File: config.mk
export PLATFORM = sky130hd
export DESIGN_NAME = serial_rotl_fixed
export DESIGN_NICKNAME = d
export VERILOG_FILES = /design/src/rtl/serial_rot_pkg.sv /design/src/rtl/rot_phase_ctr.sv /design/src/rtl/rot_delay_line.sv /design/src/rtl/serial_rotl_fixed.sv
export SDC_FILE = /design/constraint.sdc
export NUM_CORES = 1
export LEC_CHECK = 0
export BUFFER_PORTS_ARGS = -buffer_cell sky130_fd_sc_hd__buf_2
export CELL_PAD_IN_SITES_DETAIL_PLACEMENT = 0
export CELL_PAD_IN_SITES_GLOBAL_PLACEMENT = 2
export CORE_MARGIN = 3
export CORE_UTILIZATION = 48
export CTS_BUF_LIST = sky130_fd_sc_hd__clkbuf_16
export DETAILED_ROUTE_END_ITERATION = 10
export PLACE_DENSITY = 0.85
export SYNTH_ARGS = -nofsm -noshare
export SYNTH_HDL_FRONTEND = slang
export SYNTH_HIERARCHICAL = 1
export SYNTH_SLANG_ARGS = --single-unit
File: constraint.sdc
create_clock -name clk -period 1.85 [get_ports clk]
set_input_delay 0.2775 -clock clk [delete_from_list [all_inputs] [get_ports clk]]
set_output_delay 0.2775 -clock clk [all_outputs]
set_load 0.01 [all_outputs]
File: src/rtl/serial_rot_pkg.sv
package serial_rot_pkg;

  typedef enum logic {
    SEL_DELAY  = 1'b0,
    SEL_BYPASS = 1'b1
  } rot_sel_e;

endpackage

File: src/rtl/rot_phase_ctr.sv
module rot_phase_ctr
  import serial_rot_pkg::*;
#(
  parameter int WORD_W = 32,
  parameter int ROT    = 3
) (
  input  logic     clk,
  input  logic     rst_n,
  input  logic     en,
  input  logic     start,
  output rot_sel_e sel,
  output logic     word_mark,
  output logic     locked
);

  localparam int PW = $clog2(WORD_W);
  localparam logic [PW-1:0] LAST_PH = PW'(WORD_W - 1);
  localparam logic [PW-1:0] LAT_PH  = PW'(WORD_W - ROT);

  logic [PW-1:0] cnt_q, cnt_d;
  logic          locked_q, locked_d;
  logic [PW-1:0] phase;

  // position of the bit presented this clock
  always_comb begin
    phase = (en && start) ? '0 : cnt_q;
  end

  always_comb begin
    cnt_d    = cnt_q;
    locked_d = locked_q;
    if (en) begin
      cnt_d    = (phase == LAST_PH) ? '0 : phase + 1'b1;
      locked_d = locked_q | start;
    end
  end

  always_ff @(posedge clk or negedge rst_n) begin
    if (!rst_n) begin
      cnt_q    <= '0;
      locked_q <= 1'b0;
    end else begin
      cnt_q    <= cnt_d;
      locked_q <= locked_d;
    end
  end

  always_comb begin
    sel       = (phase >= LAT_PH) ? SEL_BYPASS : SEL_DELAY;
    word_mark = en && locked_q && (phase == LAT_PH);
    locked    = locked_q;
  end


  restart_chk: assert property (@(posedge clk) disable iff (!rst_n)
    (en && start) |=> (cnt_q == PW'(1)));


  hold_chk: assert property (@(posedge clk) disable iff (!rst_n)
    !en |=> ($stable(cnt_q) && $stable(locked_q)));


  lock_chk: assert property (@(posedge clk) disable iff (!rst_n)
    !locked_q |-> !word_mark);

endmodule

File: src/rtl/rot_delay_line.sv
module rot_delay_line #(
  parameter int DEPTH = 32
) (
  input  logic clk,
  input  logic rst_n,
  input  logic en,
  input  logic din,
  output logic dout
);

  logic [DEPTH-1:0] sr_q, sr_d;

  always_comb begin
    sr_d = sr_q;
    if (en) sr_d = {sr_q[DEPTH-2:0], din};
  end

  always_ff @(posedge clk or negedge rst_n) begin
    if (!rst_n) sr_q <= '0;
    else        sr_q <= sr_d;
  end

  assign dout = sr_q[DEPTH-1];


  shift_in_chk: assert property (@(posedge clk) disable iff (!rst_n)
    en |=> (sr_q[0] == $past(din)));

endmodule

File: src/rtl/serial_rotl_fixed.sv
module serial_rotl_fixed
  import serial_rot_pkg::*;
#(
  parameter int WORD_W = 32,
  parameter int ROT    = 3
) (
  input  logic clk,
  input  logic rst_n,
  input  logic in_valid,
  input  logic in_start,
  input  logic in_bit,
  output logic out_bit,
  output logic out_start
);

  rot_sel_e sel;
  logic     tap;
  logic     mark;
  logic     locked;

  rot_phase_ctr #(.WORD_W(WORD_W), .ROT(ROT)) u_phase (
    .clk       (clk),
    .rst_n     (rst_n),
    .en        (in_valid),
    .start     (in_start),
    .sel       (sel),
    .word_mark (mark),
    .locked    (locked)
  );

  rot_delay_line #(.DEPTH(WORD_W)) u_delay (
    .clk   (clk),
    .rst_n (rst_n),
    .en    (in_valid),
    .din   (in_bit),
    .dout  (tap)
  );

  always_comb begin
    out_bit   = (sel == SEL_BYPASS) ? in_bit : tap;
    out_start = mark;
  end


  mark_bypass_chk: assert property (@(posedge clk) disable iff (!rst_n)
    out_start |-> (sel == SEL_BYPASS));


  idle_mark_chk: assert property (@(posedge clk) disable iff (!rst_n)
    !in_valid |-> !out_start);


  unlocked_mark_chk: assert property (@(posedge clk) disable iff (!rst_n)
    !locked |-> !out_start);

endmodule

==> metrics.yaml <==
outcome:
  status: "complete, no violations"
routing:
  wl_um: 2233
  vias: 806
  drtPass1Iterations: 3
  viasPerCell: 5.069
  wl_per_cell_um: 14.04
  drtIter0Drc: 38
  ant_nets: 0
  route.detailed.drc: 0
cells_and_area:
  utilization_pct: 58.52
  drive_gt1_share_pct: 44.35
  area_growth_pct: 10.72
  layout.filler_cells: 283
  layout_commonest_cell: "dfrtp_1"
  n_antenna_cell: 0
  final_cell_mix: "dfrtp_1 (38), mux2_4 (31), buf_2 (6)"
  nets: 120
power_and_ir_drop:
  p_leak_nw: 0.9322
  p_sw_uw: 599.5
  internal_power_mw: 2.006
  combPwrFrac_pct: 20.0
  seq_power_share_pct: 49.4
  clkPwrFrac_pct: 30.6
  peakVddDrop_uv: 534.4
  power.density_mw_per_mm2: 1390
  switching_share_pct: 23.01
global_routing:
  antenna_found_initial: 0
  grt_max_degree: 39
  grt_first_pass_wirelength_um: 3926
  grt_usage_pct: 12.53
  grt_pass1_vias: 879
  overflow: 0
floorplanning:
  core_mm2: 0.003203
  start_util_pct: 52.85
  die_h_um: 65.39
  io_pins: 7
  die_w_um: 65.39
  num_rows: 20
  die_area_mm2: 0.004275
clock_tree:
  clockBufferDepth: 2
  cts_tree: "yes"
  h-tree-depth: 2
  path_clk_slew_ns: 0.05
  cts_sinks: 38
  worstSkewPairLatency_ns: 0.28
  cts_buffers: 5
  cts_root_buf: "clkbuf_16"
logic_synthesis:
  synth_seq_cells: 38
  synth_cells: 103
  syn-cell-area_mm2: 0.001693
  seq_area_frac_synth_pct: 56.17
  synth.avg_cell_area_um2: 16.44
  yosysUniqueCellTypes: 21
  synthesis.nets: 109
  yosys_warnings: 6
  netlist.area_leader.share_pct: 56.17
  synth.area.top_cells: "dfrtp_1 (56%), mux2_4 (27%), buf_12 (3.5%)"
  synth_top_cell_by_area: "dfrtp_1"
critical_path:
  crit_type: "register to output port"
  rr_startpoint: "u_phase/cnt_q[0]$_DFFE_PN0P_"
  timing.rr.end: "u_phase/cnt_q[4]$_DFFE_PN0P_"
  cp_data_required_time_ns: 1.57
  worstPathArrival_ns: 1.45
  end_kind: "output port"
  reg2regPathDepth: 4
  crit_fanout: 9
  worstSetupStartpointType: "register"
  cp-startpoint: "u_phase/cnt_q[0]$_DFFE_PN0P_"
  regToRegSetupSlack_ns: 0.59
placed_design:
  io_buffer_count: 6
  dp.final_hpwl_um: 1358
  pre_cts_ws_ns: 0.3553
  place.gp.congestion: 0.7944
hold_path:
  hold_depth: 2
  min_to: "u_delay/sr_q[0]$_DFFE_PN0P_"
  hold_class: "input pin to register"
  min-delay-start: "in_bit"
timing:
  setup_viol: 0
  finalClockSkew_ns: 0.001585
  fin_crit_sh_pct: 93.29
  maxSlewViolCount: 0
  fin_ws_ns: 0.1242
  period_minus_slack_ns: 1.726
  hold_violations: 0
  tightest_slew_ns: 0.5682
  slew_headroom_pct: 62.12
  whs_ns: 0.2499
  max_freq_mhz: 579.4
  tns_ns: 0
  rsz0062_at_grt: "no"
flow_run:
  max-cap-violations: 0
[critical path, stage by stage (launching register included)]
cell and delay, ns:
dfrtp_1 0.47, o21ai_0 0.13, nor2_1 0.13, mux2_4 0.30, buf_2 0.14
[metrics by stage]
step / total power, mW / cell area [µm²] / std cells
global placement: 1.794 / 1723 / 150
global route: 2.740 / 1874 / 159
finish: 2.605 / 1874 / 159
detailed placement: 1.819 / 1723 / 150
floorplan: 1.720 / 1693 / 103
CTS: 2.644 / 1874 / 159
[layout make-up]
class	instances	area [µm²]	share of cell area, %
inverter	1	3.754	0.2003
timing repair buffer	9	67.56	3.605
sequential	38	950.9	50.73
clock buffer	5	125.1	6.676
multi-input combinational	59	655.6	34.98
clock inverter	3	16.27	0.8678
tap	44	55.05	2.937
[Yosys cell counts]
cell type / count
nor2_1: 3
nor4_1: 1
dfrtp_1: 38
and2_1: 1
nand2b_1: 1
nand2_1: 2
nor2b_4: 1
a21o_2: 1
a21oi_1: 2
mux2_2: 3
buf_12: 3
buf_6: 2
mux2_4: 31
o31ai_1: 1
o21ai_0: 4
nand3_1: 2
and3b_1: 1
a22o_1: 1
ha_1: 1
inv_1: 1
and3_1: 3
[how the worst max path moves through the flow]
stage,to,slack (ns),cells after the start
2_1_floorplan,out_bit,0.58,4
3_3_place_gp,out_bit,0.36,6
3_5_place_dp,out_bit,0.36,6
4_1_cts,out_bit,0.11,4
5_1_grt,out_bit,0.04,4
6_report,out_bit,0.12,4
[power by group through the flow]
stage / registers (mW) / clock network [mW] / logic, mW
after floorplan: 1.24 / 0 / 0.481
after global placement: 1.29 / 0 / 0.509
after detailed placement: 1.29 / 0 / 0.526
after CTS: 1.29 / 0.823 / 0.529
after global routing: 1.33 / 0.856 / 0.554
final: 1.29 / 0.796 / 0.522
[per-layer routing]
layer  part of all wire (%)  up-vias  GRT usage [%]
met5                      0        -              0
met4                    3.2        0          8.549
met3                    3.7        7          4.615
met2                     43       12          18.33
met1                     49      407          15.29
li1                       -      380              -
[state kept, by name, indices dropped and copies added, names as in the netlist]
| name | cells |
|---|---|
| u_delay/sr_q | 32 |
| u_phase/cnt_q | 5 |
| u_phase/locked | 1 |
[kinds of logic after synthesis]
family	synth area share (%)
AO/OA/AOI/OAI	3.252
adder cells (fa/ha/maj)	0.7390
buffers and inverters	5.100
flip-flops	56.17
multiplexers	29.49
AND/OR/NAND/NOR	5.248
[repair_timing]
item,in CTS,in global routing
gates resized for setup,0,0
buffers inserted,0,0
hold buffers,1,0
endpoints found under the hold margin,38,0
Power figures use the tool's default switching activity.
